`src/rtl/tmr_pkg.sv`:
```
package tmr_pkg;
  typedef enum logic [1:0] {ACT_NONE = 2'b00, ACT_TOG = 2'b01, ACT_LOW = 2'b10, ACT_HIGH = 2'b11} act_e;
  typedef enum logic [1:0] {EDG_OFF = 2'b00, EDG_RISE = 2'b01, EDG_FALL = 2'b10, EDG_ANY = 2'b11} edg_e;

  localparam logic [5:0] OFS_CAP_BASE = 6'h10;
  localparam logic [5:0] OFS_OC_BASE  = 6'h16;
  localparam logic [5:0] OFS_SHARED   = 6'h1E;
  localparam logic [5:0] OFS_ACT      = 6'h20;
  localparam logic [5:0] OFS_EDG      = 6'h21;

  // Pin level after a match under a given action code.
  function automatic logic pin_after(act_e a, logic cur);
    case (a)
      ACT_TOG:  return ~cur;
      ACT_LOW:  return 1'b0;
      ACT_HIGH: return 1'b1;
      default:  return cur;
    endcase
  endfunction

  // True when a prev->now transition qualifies under the edge code.
  function automatic logic edge_seen(edg_e e, logic prev, logic now);
    case (e)
      EDG_RISE: return !prev && now;
      EDG_FALL: return prev && !now;
      EDG_ANY:  return prev != now;
      default:  return 1'b0;
    endcase
  endfunction

  // Replace one byte of a 16-bit value.
  function automatic logic [15:0] put_byte(logic [15:0] old, logic hi, logic [7:0] d);
    return hi ? {d, old[7:0]} : {old[15:8], d};
  endfunction

  // Select one byte of a 16-bit value.
  function automatic logic [7:0] get_byte(logic [15:0] v, logic hi);
    return hi ? v[15:8] : v[7:0];
  endfunction
endpackage

```
`src/rtl/tmr_cmp_unit.sv`:
```
module tmr_cmp_unit #(
  parameter int W = 16
) (
  input  logic         en_i,
  input  logic [W-1:0] cnt_i,
  input  logic [W-1:0] ref_i,
  output logic         hit_o
);
  assign hit_o = en_i && (cnt_i == ref_i);
endmodule

```
`src/rtl/tmr_pin_ctl.sv`:
```
module tmr_pin_ctl
  import tmr_pkg::*;
(
  input  logic       clk_i,
  input  logic       rst_ni,
  input  logic       fire_i,
  input  logic [1:0] act_i,
  output logic       pin_o
);
  logic pin_q;

  always_ff @(posedge clk_i) begin
    if (!rst_ni)     pin_q <= 1'b0;
    else if (fire_i) pin_q <= pin_after(act_e'(act_i), pin_q);
  end

  assign pin_o = pin_q;
endmodule

```
`src/rtl/tmr_cap_unit.sv`:
```
module tmr_cap_unit
  import tmr_pkg::*;
#(
  parameter int SYNC = 2
) (
  input  logic       clk_i,
  input  logic       rst_ni,
  input  logic       pin_i,
  input  logic [1:0] edg_i,
  output logic       hit_o
);
  logic [SYNC:0] sh_q;

  always_ff @(posedge clk_i) begin
    if (!rst_ni) sh_q <= '0;
    else         sh_q <= {sh_q[SYNC-1:0], pin_i};
  end

  assign hit_o = edge_seen(edg_e'(edg_i), sh_q[SYNC], sh_q[SYNC-1]);
endmodule

```
`src/rtl/tmr_chan_bank.sv`:
```
module tmr_chan_bank
  import tmr_pkg::*;
#(
  parameter int N_OC = 4,
  parameter int N_IC = 3,
  parameter int SYNC = 2,
  localparam int CW  = 16,
  localparam int NP  = N_OC,
  localparam int NF  = N_OC + 1 + N_IC
) (
  input  logic          clk_i,
  input  logic          rst_ni,
  input  logic [CW-1:0] cnt_i,
  input  logic          shared_cmp_i,
  input  logic [N_IC:0] cap_i,
  input  logic [5:0]    addr_i,
  input  logic          wr_i,
  input  logic [7:0]    wdata_i,
  output logic [7:0]    rdata_o,
  input  logic [NF-1:0] flag_clr_i,
  output logic [NF-1:0] flag_o,
  output logic          irq_o,
  output logic [NP-1:0] oc_pin_o
);
  logic [N_OC-1:0][CW-1:0] oc_q;
  logic [N_IC-1:0][CW-1:0] ic_q;
  logic [CW-1:0]           sh_q;
  logic [7:0]              act_q, edg_q;
  logic [NF-1:0]           flag_q;

  // Named internal events
  logic [N_OC:0]   cmp_hit;   // [N_OC-1:0] dedicated, [N_OC] shared compare
  logic [N_IC:0]   cap_hit;   // [N_IC-1:0] dedicated, [N_IC] shared capture
  logic [NF-1:0]   flag_set;
  logic            sh_wr_ok;

  assign sh_wr_ok = shared_cmp_i;

  // Compare units and their registers
  for (genvar i = 0; i < N_OC; i++) begin : g_oc
    localparam logic [5:0] AH = OFS_OC_BASE + 6'(2 * i);
    tmr_cmp_unit #(.W(CW)) u_cmp (
      .en_i(1'b1), .cnt_i(cnt_i), .ref_i(oc_q[i]), .hit_o(cmp_hit[i])
    );
    always_ff @(posedge clk_i) begin
      if (!rst_ni) oc_q[i] <= '1;
      else if (wr_i && addr_i[5:1] == AH[5:1])
        oc_q[i] <= put_byte(oc_q[i], ~addr_i[0], wdata_i);
    end
  end

  tmr_cmp_unit #(.W(CW)) u_cmp_sh (
    .en_i(shared_cmp_i), .cnt_i(cnt_i), .ref_i(sh_q), .hit_o(cmp_hit[N_OC])
  );

  // Pin controllers: pin p follows compare channel p+1
  for (genvar p = 0; p < NP; p++) begin : g_pin
    tmr_pin_ctl u_pin (
      .clk_i(clk_i), .rst_ni(rst_ni), .fire_i(cmp_hit[p+1]),
      .act_i(act_q[7-2*p -: 2]), .pin_o(oc_pin_o[p])
    );
  end

  // Capture units: dedicated ones take edge fields after the shared one
  for (genvar j = 0; j < N_IC; j++) begin : g_ic
    localparam logic [5:0] AH = OFS_CAP_BASE + 6'(2 * j);
    tmr_cap_unit #(.SYNC(SYNC)) u_cap (
      .clk_i(clk_i), .rst_ni(rst_ni), .pin_i(cap_i[j]),
      .edg_i(edg_q[5-2*j -: 2]), .hit_o(cap_hit[j])
    );
    always_ff @(posedge clk_i) begin
      if (!rst_ni)         ic_q[j] <= '0;
      else if (cap_hit[j]) ic_q[j] <= cnt_i;
    end
  end

  tmr_cap_unit #(.SYNC(SYNC)) u_cap_sh (
    .clk_i(clk_i), .rst_ni(rst_ni), .pin_i(cap_i[N_IC]),
    .edg_i(shared_cmp_i ? 2'b00 : edg_q[7:6]), .hit_o(cap_hit[N_IC])
  );

  // Shared register: CPU-owned in compare mode, capture-owned otherwise
  always_ff @(posedge clk_i) begin
    if (!rst_ni) sh_q <= '1;
    else if (sh_wr_ok) begin
      if (wr_i && addr_i[5:1] == OFS_SHARED[5:1])
        sh_q <= put_byte(sh_q, ~addr_i[0], wdata_i);
    end else if (cap_hit[N_IC]) begin
      sh_q <= cnt_i;
    end
  end

  // Control bytes
  always_ff @(posedge clk_i) begin
    if (!rst_ni) begin
      act_q <= '0;
      edg_q <= '0;
    end else if (wr_i) begin
      if (addr_i == OFS_ACT) act_q <= wdata_i;
      if (addr_i == OFS_EDG) edg_q <= wdata_i;
    end
  end

  // Flags: set wins over clear
  assign flag_set = {cap_hit[N_IC-1:0], cmp_hit[N_OC] | cap_hit[N_IC], cmp_hit[N_OC-1:0]};

  always_ff @(posedge clk_i) begin
    if (!rst_ni) flag_q <= '0;
    else         flag_q <= (flag_q & ~flag_clr_i) | flag_set;
  end

  assign flag_o = flag_q;
  assign irq_o  = |flag_q;

  // Read mux
  always_comb begin
    rdata_o = 8'h00;
    for (int i = 0; i < N_OC; i++)
      if (addr_i[5:1] == 5'((OFS_OC_BASE + 6'(2 * i)) >> 1))
        rdata_o = get_byte(oc_q[i], ~addr_i[0]);
    for (int j = 0; j < N_IC; j++)
      if (addr_i[5:1] == 5'((OFS_CAP_BASE + 6'(2 * j)) >> 1))
        rdata_o = get_byte(ic_q[j], ~addr_i[0]);
    if (addr_i[5:1] == OFS_SHARED[5:1]) rdata_o = get_byte(sh_q, ~addr_i[0]);
    if (addr_i == OFS_ACT) rdata_o = act_q;
    if (addr_i == OFS_EDG) rdata_o = edg_q;
  end
endmodule

```
`config.mk`:
```
export PLATFORM = sky130hd
export DESIGN_NAME = tmr_chan_bank
export DESIGN_NICKNAME = d
export VERILOG_FILES = /design/src/rtl/tmr_pkg.sv /design/src/rtl/tmr_cmp_unit.sv /design/src/rtl/tmr_pin_ctl.sv /design/src/rtl/tmr_cap_unit.sv /design/src/rtl/tmr_chan_bank.sv
export SDC_FILE = /design/constraint.sdc
export NUM_CORES = 1
export LEC_CHECK = 0
export BUFFER_PORTS_ARGS = -buffer_cell sky130_fd_sc_hd__buf_2
export CAP_MARGIN = 40
export CORE_UTILIZATION = 60
export DETAILED_ROUTE_END_ITERATION = 10
export PLACE_DENSITY = 0.75
export SETUP_SLACK_MARGIN = 0.5
export SKIP_LAST_GASP = 1
export SLEW_MARGIN = 0
export SYNTH_ARGS = -nofsm -noshare
export SYNTH_HDL_FRONTEND = slang
export SYNTH_SLANG_ARGS = --single-unit
```
`constraint.sdc`:
```
create_clock -name clk_i -period 2.78 [get_ports clk_i]
set_clock_uncertainty 0.2 [all_clocks]
set_input_delay 0.556 -clock clk_i [delete_from_list [all_inputs] [get_ports clk_i]]
set_output_delay 0.556 -clock clk_i [all_outputs]
set_load 0.01 [all_outputs]
```
; ---- Yosys cells after proc, flatten, opt, wreduce, memory -nomap -nowiden
; Cells that the tools add are included.
[word_totals]
reg_bits = 168
input_bits = 46
out_inout_bits = 21
[op_classes]
n_eq_ne = 46
n_mux = 31
n_bitwise = 9
reduce_logical = 44
[op_table]
columns = op, count
row1 = 8-bit 2-to-1 mux, 18
row2 = 16-bit == test, 5
row3 = 16-bit 2-to-1 mux, 4
row4 = "5-bit by 4-bit == test with 1-bit output, second input constant", 8
row5 = "2-bit == test, second input constant", 16
row6 = 2-bit AND reduction, 14
row7 = 1-bit case mux with 3 select lines, 8
row8 = "2-bit by 1-bit == test with 1-bit output, second input constant", 8
row9 = 1-bit logical AND, 14
row10 = "6-bit == test, second input constant", 2
row11 = 3-bit nonzero test, 4
row12 = 8-bit bitwise AND, 1
row13 = 1-bit zero test, 8
row14 = 8-bit NOT, 1
row15 = 8-bit bitwise OR, 1
row16 = 8-bit OR reduction, 1
row17 = 3-bit AND reduction, 2
row18 = 1-bit NOT, 5
row19 = 1-bit inequality test, 4
row20 = "2-bit by 1-bit inequality test with 1-bit output, second input constant", 2
row21 = 2-bit 2-to-1 mux, 1
row22 = "2-bit inequality test, second input constant", 1
row23 = 2-bit nonzero test, 1
row24 = 1-bit bitwise OR, 1

; ---- Logic depth before layout (Yosys ltp)
; Gate-level depths: netlist (run 1).
[logic_depth]
ltp_word = 11
mapped_depth = 9

; ---- Hierarchy
; From an unflattened synthesis (run 1), not the netlist that was laid out.
[hier_totals]
cells_unflattened = 1021
hier_area_um2 = 9270.1
[modules_own_cells]
columns = module, n_inst, cells_per_inst, area_per_inst_um2
row1 = tmr_chan_bank, 1, 827, 7607.3
row2 = tmr_cmp_unit, 5, 22, 181.4
row3 = tmr_cap_unit, 4, 15, 137.6
row4 = tmr_pin_ctl, 4, 6, 51.3

; ---- Worst setup path before layout (run 1)
; OpenSTA, ideal clock, no wires.
[synth_path]
path_kind = input-to-output
startpoint = in addr_i[0]
endpoint = out rdata_o[2]
arrival_time_ns = 2.024
required_ns = 2.024
path_slack_ns = 0.000
cell_stages = 6
n_path_buf = 2
path_cell_list = buf_2 buf_1 mux2_2 o21ai_0 nor4_1 or3_1
[synth_between]
elab_chain_cells = 11
elab_cells_between_ends = 20
cone_classes = 2 x eq/ne / 18 x mux
[synth_lines]
columns = element, line
row1 = "start, declared", tmr_chan_bank.sv:16  ; input logic [5:0] addr_i,
row2 = 8-bit 2-to-1 mux, tmr_pkg.sv:38  ; return hi ? v[15:8] : v[7:0];
row3 = 8-bit 2-to-1 mux (4 in a row), tmr_chan_bank.sv:119  ; if (addr_i[5:1] == 5'((OFS_OC_BASE + 6'(2 * i)) >> 1))
row4 = 8-bit 2-to-1 mux (3 in a row), tmr_chan_bank.sv:122  ; if (addr_i[5:1] == 5'((OFS_CAP_BASE + 6'(2 * j)) >> 1))
row5 = 8-bit 2-to-1 mux, tmr_chan_bank.sv:124  ; if (addr_i[5:1] == OFS_SHARED[5:1]) rdata_o = get_byte(sh_q, ~addr_i[0]);
row6 = 8-bit 2-to-1 mux, tmr_chan_bank.sv:125  ; if (addr_i == OFS_ACT) rdata_o = act_q;
row7 = 8-bit 2-to-1 mux (*), tmr_chan_bank.sv:126  ; if (addr_i == OFS_EDG) rdata_o = edg_q;
row8 = "end, declared", tmr_chan_bank.sv:19  ; output logic [7:0] rdata_o,
; Mark *: on every way between the ends. The rest lies on a longest branch, timed or not.

; ---- Worst setup path in the final report (run 1)
[layout_path]
startpoint = in addr_i[2]
endpoint = out rdata_o[4]
[layout_between]
elab_chain_cells = 11
elab_cells_between_ends = 20
cone_classes = 10 x eq/ne / 10 x mux
[layout_lines]
columns = element, line
row1 = 5-bit by 4-bit == test with 1-bit output, tmr_chan_bank.sv:119
row2 = 8-bit 2-to-1 mux (4 in a row), tmr_chan_bank.sv:119
row3 = 8-bit 2-to-1 mux (3 in a row), tmr_chan_bank.sv:122
row4 = 8-bit 2-to-1 mux, tmr_chan_bank.sv:124
row5 = 8-bit 2-to-1 mux, tmr_chan_bank.sv:125
row6 = 8-bit 2-to-1 mux (*), tmr_chan_bank.sv:126
; Marks and branches as above.

==> metrics.csv, run 1 <==
stage,metric,value,unit
route,via count,8185,
global_route,GR Overflow Total,0,
setup_path,critical path required time,2.02,ns
floorplan,Vert. Die Dim,126,um
synthesis,sequential share of the synthesized area,0.366,
place,Final Wtd Congestion,1.00,
floorplan,row count,44,
setup_path,CP Launch Type,input pin,
finish,fin nets,1163,
setup_path,Crit Reg-Reg Startpoint,oc_q[34],
global_route,number of global-route vias before repair,7551,
status,outcome,"complete, but fails checks",
synthesis,top post-synthesis cells by area,"dfxtp_1 (37%), mux2i_1 (13%), xor2_1 (7.5%)",
status,failing checks,setup timing,
route,DRC,0,
clock_tree,root buffer cell,clkbuf_16,
synthesis,compound-cell area share of the yosys netlist,0.128,
route,routed vias/inst,6.27,
clock_tree,cts hold-fix bufs,0,
timing,setup TNS,-1.46,ns
finish,share of cells above drive strength 1,0.270,
synthesis,simple logic cell fraction of the synthesized area,0.163,
power_and_ir_drop,maximum VDD drop,0.000465,V
synthesis,mux cell area share after synthesis,0.183,
synthesis,Post-synth EDFFs,0,
clock_tree,Skew-Pair Late Insertion Delay,0.43,ns
min_path,hold path start,cap_i[0],
floorplan,Initial Util,0.623,
setup_path,CP peak stage delay,0.37,ns
synthesis,XOR/XNOR Fraction of Synth Area,0.0782,
synthesis,largest family of logic cells by synthesized area,multiplexers,
finish,layout overhead on the synthesized area,18.8,%
floorplan,I/O pins,67,
clock_tree,maximum clock insertion buffer count,2,
setup_path,cells along the critical path,buf_2 -> buf_4 -> nor4b_4 -> buf_12 -> a32oi_1 -> o211ai_1 -> a21oi_1 -> or3_1 -> buf_2,
route,TritonRoute pass-1 iters,7,
timing,Final Hold Viols,0,
setup_path,CP Capture Type,output pin,
global_route,initial antenna violation count,0,
synthesis,"count leader, synth",dfxtp_1,
place,placed cell count,1267,
setup_path,Slowest cell on crit path,or3_1,
floorplan,Die Wd,126,um
synthesis,Synth cell types,50,
setup_path,"Max FO, Critical Path",10,
timing,Max Freq,0.334,GHz
synthesis,area share of fa/ha/maj cells after synthesis,0.0109,
route,routed wire length,28800,um
synthesis,Synth Flop Type,dfxtp_1,
place,estimated wirelength of the detail-placed design,19900,um
finish,utilization after layout,0.739,
place,IO buf count,66,
setup_path,"Buf+Inv Stages, Crit Path",4,
route,DR WL/cell,22.0,um
timing,Hold Slack,0.122,ns
setup_path,CP most frequent cell,buf_2,
timing,Final Setup Violations,8,
synthesis,Synth Net Count,1092,
synthesis,mapped cell area,9190,um^2
synthesis,Syn Inst Count,1038,
route,Post-DRT Antenna Nets,0,
setup_path,Reg2Reg Depth,5,
min_path,hold depth,2,
synthesis,Post-synth top cells,"dfxtp_1 (168), mux2i_1 (117), nor2_1 (87), nand2_1 (86), xor2_1 (79)",
clock_tree,Sink Count,168,
route,Iter 0 DRT Violations,879,
timing,final setup margin,-0.215,ns
global_route,largest net degree at the start of global routing,73,
timing,Slew headroom,0.608,
setup_path,Stages on worst setup path,9,
finish,ant diodes,0,
synthesis,leading area contributor after synthesis,dfxtp_1,
clock_tree,Clock Pin Slew Worst Setup and Hold Paths,0.07,ns
min_path,HP Class,input pin to flip-flop,
setup_path,cell family with most CP delay,buffers and inverters,
setup_path,Crit Path Class,input pin to output pin,
global_route,first-pass GRT wire length,43400,um
synthesis,Async SR Flop Fraction,0,
synthesis,post-synth top area share,0.366,
clock_tree,H-tree Lvls,4,
clock_tree,TritonCTS clock tree,yes,
synthesis,mean post-synth cell area,8.85,um^2
power_and_ir_drop,Lkg Pwr,4.40,nW
timing,worst-margin pin slew,0.587,ns
min_path,Hold Crit Endpoint,g_ic[0].u_cap.sh_q[0],
timing,min Tclk post-route,2.99,ns
setup_path,flop-to-flop setup slack,0.62,ns
timing,Slew Limit Fails,0,
floorplan,die area,15800,um^2
clock_tree,CTS buffer count,17,
synthesis,Synth Register Bits,168,
timing,RSZ-0062 raised after global routing,yes,
finish,non-filler instance count after layout,1306,
timing,fin crit share,1.08,
global_route,GRT Total Usage,0.364,
setup_path,crit path DAT,2.24,ns
power_and_ir_drop,PD cells,496,nW/um^2
setup_path,end of the worst register-to-register path,g_pin[1].u_pin.pin_o,
synthesis,"Warnings, synthesis",0,
job,maxcap violations,0,
floorplan,core area,14800,um^2
[placed cells by master (no fill, tap or decap), types with 19 or more instances in the layout]
cell type,netlist,routed
buf_2,32,62
a21oi_1,23,19
xor2_1,79,79
nand3_1,47,46
mux2_2,43,40
nor2_1,87,85
o211ai_1,23,23
dfxtp_1,168,168
buf_4,9,68
nor4_1,29,27
nand2_1,86,85
mux2i_1,117,112
o21ai_0,67,50
inv_1,44,44
[final cells by class]
type / count / area [um^2]
Timing Repair Buffer: 145 / 1100
Multi-Input combinational cell: 732 / 5470
Tap cell: 184 / 230
Clock inverter: 15 / 156
Fill cell: 1033 / 3840
Inverter: 45 / 169
Sequential cell: 168 / 3360
Clock buffer: 17 / 425
[routing by layer]
layer,vias up,track usage,part of all wire,routed length [um]
met2,464,0.543,0.44,12600
li1,3748,-,-,-
met5,-,0,0,0
met3,117,0.100,0.10,2940
met4,0,0.184,0.051,1460
met1,3856,0.482,0.41,11800
[sequential cells by signal, summed over array words and instances, names as in the netlist]
name and count:
oc_q 64, ic_q 48, sh_q 16, g_ic.u_cap.sh_q 9, act_q 8, edg_q 8, flag_o 8, g_pin.u_pin.pin_o 4
u_cap_sh.sh_q 3
[per-stage QoR]
| step | power [W] | cell area, um^2 | setup WS [ns] |
|---|---|---|---|
| after floorplan | 0.00281 | 9370 | 0.194 |
| after global placement | 0.00301 | 10000 | -0.248 |
| after detailed placement | 0.00301 | 10000 | -0.294 |
| after CTS | 0.00536 | 10700 | -0.154 |
| after global routing | 0.00554 | 10900 | -0.249 |
| final | 0.00541 | 10900 | -0.215 |
[timing repair]
action,CTS,global route
pin swaps,3,8
gates resized for setup,30,33
buffers inserted,1,5
endpoints found under the setup margin,8,36
hold endpoints to repair,0,0
cloned,1,0
[power by group]
part	internal (W)	switching, W
combinational	0.000223	0.000362
sequential	0.00242	0.0000117
clock	0.00127	0.00112
total	0.00392	0.00149
[cell families after synthesis]
logic type               after synthesis
AND/OR/NAND/NOR                      311
AO/OA/AOI/OAI                        170
flip-flops                           168
multiplexers                         161
buffers and inverters                138
XOR/XNOR                              82
adder cells (fa/ha/maj)                8
[worst max-delay path by stage]
stage / from / end / slack [ns]
final: addr_i[2] / rdata_o[4] / -0.21
after global routing: addr_i[3] / rdata_o[4] / -0.25
after CTS: addr_i[2] / rdata_o[7] / -0.15
after detailed placement: addr_i[5] / rdata_o[3] / -0.29
after global placement: addr_i[5] / rdata_o[3] / -0.25
after floorplan: addr_i[4] / rdata_o[0] / 0.19
No activity file was read; power rests on OpenSTA's default activity.
==> inputs of run 2 (changes only) <==
==> constraint.sdc (replaced) <==
create_clock -name clk_i -period 3.65 [get_ports clk_i]
set_clock_uncertainty 0.2 [all_clocks]
set_input_delay 0 -clock clk_i [delete_from_list [all_inputs] [get_ports clk_i]]
set_output_delay 0 -clock clk_i [all_outputs]
set_load 0.01 [all_outputs]
==> run 2 against run 1 <==
Critical endpoint is now rdata_o[6]. Cell area is 4.2% lower. Utilization is 3.1 points lower. Highest routed layer unchanged. Sequential cell count stayed put. Global-route usage is 0.39 points lower. Combinational power is 32% lower. The flow now finishes without violations. Clock power is 24% lower. Critical path depth is 2 lower. Routed wire length is 2.1% lower. Die area stayed put. Total power is 25% lower. Via count is 0.97% lower.
==> metrics.csv, run 2 (synthesis gave the netlist of run 1 again) <==
stage,metric,value,unit,change
timing,Hold Slack,0.0412,ns,-0.0803 ns
floorplan,I/O pins,67,,unchanged
setup_path,critical path required time,3.45,ns,+1.43 ns
min_path,HP Class,input pin to flip-flop,,
timing,worst-margin pin slew,0.938,ns,+0.351 ns
place,Final Wtd Congestion,1.01,,+0.42%
route,met2 WL,12500,um,-0.95%
clock_tree,CTS buffer count,17,,unchanged
power_and_ir_drop,PD cells,390,nW/um^2,-21%
route,DRC,0,,unchanged
setup_path,crit path DAT,2.56,ns,+0.32 ns
global_route,number of global-route vias before repair,7693,,+1.9%
job,maxcap violations,0,,unchanged
finish,storage element area,3360,um^2,unchanged
setup_path,cell family with most CP delay,simple AND/OR/NAND/NOR gates,,
timing,Final Setup Violations,0,,-8
route,WL met1,11600,um,-1.6%
timing,min Tclk post-route,2.76,ns,
global_route,GRT Total Usage,0.360,,-0.00387
finish,fin nets,1145,,-1.5%
global_route,initial antenna violation count,0,,unchanged
floorplan,core area,14800,um^2,unchanged
route,via count,8106,,-0.97%
floorplan,Die Wd,126,um,unchanged
global_route,largest net degree at the start of global routing,78,,+6.8%
finish,non-filler instance count after layout,1287,,-1.5%
route,routed vias/inst,6.30,,+0.50%
global_route,first-pass GRT wire length,42700,um,-1.6%
timing,fin crit share,0.755,,
route,TritonRoute pass-1 iters,8,,+1
timing,Final Hold Viols,0,,unchanged
power_and_ir_drop,P_int,0.00302,W,-23%
finish,biggest regs,"oc_q: 64 flops, ic_q: 48 flops, sh_q: 16 flops",,
finish,"commonest non-fill, non-tap cell in the layout",dfxtp_1,,
route,Post-DRT Antenna Nets,0,,unchanged
clock_tree,H-tree Lvls,4,,unchanged
floorplan,Vert. Die Dim,126,um,unchanged
route,DR WL/cell,21.9,um,-0.65%
setup_path,Crit Path Class,input pin to output pin,,
finish,# fillers,1145,,+11%
clock_tree,Sink Count,168,,unchanged
power_and_ir_drop,maximum VDD drop,0.000354,V,-24%
status,outcome,"finished, final reports clean",,
finish,layout overhead on the synthesized area,13.8,%,
clock_tree,TritonCTS clock tree,yes,,
finish,"Most flops, register",oc_q,,
finish,max reg flops,64,,unchanged
floorplan,row count,44,,unchanged
setup_path,CP Launch Type,input pin,,
setup_path,Slowest cell on crit path,nand2_1,,
power_and_ir_drop,Psw,0.00106,W,-29%
finish,ant diodes,0,,unchanged
clock_tree,root buffer cell,clkbuf_16,,
timing,RSZ-0062 raised after global routing,no,,
power_and_ir_drop,Sw Share,0.259,,-0.0164
route,Iter 0 DRT Violations,1007,,+15%
setup_path,CP peak stage delay,0.66,ns,+0.29 ns
setup_path,"Buf+Inv Stages, Crit Path",2,,-2
floorplan,Initial Util,0.623,,unchanged
power_and_ir_drop,Gate power share,0.098,,-0.010
floorplan,die area,15800,um^2,unchanged
timing,Slew headroom,0.370,,-0.237
finish,"commonest cells after routing, fill and taps aside","dfxtp_1 (168), mux2i_1 (117), nor2_1 (87), nand2_1 (86), xor2_1 (79)",,
route,routed wire length,28200,um,-2.1%
clock_tree,Clock Pin Slew Worst Setup and Hold Paths,0.06,ns,about the same
power_and_ir_drop,Sequential Power Share,0.454,,+0.005
setup_path,CP Capture Type,output pin,,
route,Met3 Wirelength,2770,um,-6.0%
timing,Max Freq,0.363,GHz,
power_and_ir_drop,Lkg Pwr,4.17,nW,-5.3%
timing,setup TNS,0,ns,+1.46 ns
power_and_ir_drop,clock share of power,0.447,,+0.005
timing,Slew Limit Fails,0,,unchanged
clock_tree,Skew-Pair Late Insertion Delay,0.44,ns,about the same
finish,footprint of the multi-input gates,5190,um^2,-5.1%
place,placed cell count,1211,,-4.4%
place,estimated wirelength of the detail-placed design,18200,um,-8.8%
place,IO buf count,66,,unchanged
global_route,GR Overflow Total,0,,unchanged
finish,utilization after layout,0.708,,-0.0313
finish,share of cells above drive strength 1,0.173,,-0.0969
route,Top Layer Used,met4,,
clock_tree,maximum clock insertion buffer count,2,,unchanged
setup_path,cells along the critical path,buf_2 -> nor2b_1 -> nand2_1 -> o21ai_0 -> o21ai_0 -> a222oi_1 -> buf_2,,
setup_path,"Max FO, Critical Path",27,,+17
run 2: cell types whose count changed in the layout (fill, tap and decap cells not counted), sizes merged:
cell | before | now
inv | 55 | 49
bufinv | 1 | 2
dlygate4sd3 | 0 | 45
clkinvlp | 2 | 3
bufbuf | 1 | 0
buf | 143 | 82
clkinv | 2 | 4
run 2: power by group through the flow:
stage                     Sequential [W]  Combinational, W  Clock, W
after floorplan                  0.00189          0.000234         0
after global placement           0.00189          0.000341         0
after detailed placement         0.00189          0.000343         0
after CTS                        0.00185          0.000385   0.00182
after global routing             0.00185          0.000421   0.00189
final                            0.00185          0.000401   0.00182
run 2: metrics by stage:
stage | instance area, um^2 | setup slack, ns | total power (W)
after floorplan | 9190 | 1.70 | 0.00213
after global placement | 9420 | 1.19 | 0.00223
after detailed placement | 9420 | 1.09 | 0.00224
after CTS | 10400 | 1.05 | 0.00406
after global routing | 10400 | 0.711 | 0.00417
final | 10400 | 0.893 | 0.00408
run 2: final cells by class:
class,count,share of cell area
multi-input cells,732,0.496
well taps,184,0.0220
repair buffers,127,0.0877
flip-flops and latches,168,0.322
clock inverters,13,0.0138
clock buffers,18,0.0420
inverters,45,0.0162
run 2: path summary, 6_finish.rpt:
| kind | end | slack, ns | cells after the start | start |
|---|---|---|---|---|
| hold reg to reg | g_ic[2].u_cap.sh_q[1] | 0.24 | 1 | g_ic[2].u_cap.sh_q[0] |
| hold / removal | oc_q[1] | 0.04 | 5 | wr_i |
| setup reg to reg | sh_q[14] | 1.41 | 8 | u_cap_sh.sh_q[1] |
| setup / recovery | rdata_o[6] | 0.89 | 7 | addr_i[1] |
run 2: worst register-to-register path, stage by stage (launching register included):
cell and delay (ns):
dfxtp_1 0.33, inv_1 0.06, ha_1 0.28, nor2b_1 0.10
o21ai_0 0.11, a21oi_2 0.46, buf_4 0.31, o211ai_1 0.15
o211ai_1 0.15
run 2: timing repair:
action                                 4_1_cts  5_1_grt
gates resized for setup                      0        0
hold buffers                                45        0
setup endpoints to repair                    0        0
setup buffers                                0        0
endpoints found under the hold margin      156        0
run 2: routing by layer:
metal,track usage,vias to the layer above
met1,0.469,3857
met2,0.557,444
met5,0,-
met3,0.0867,99
li1,-,3706
met4,0.184,0
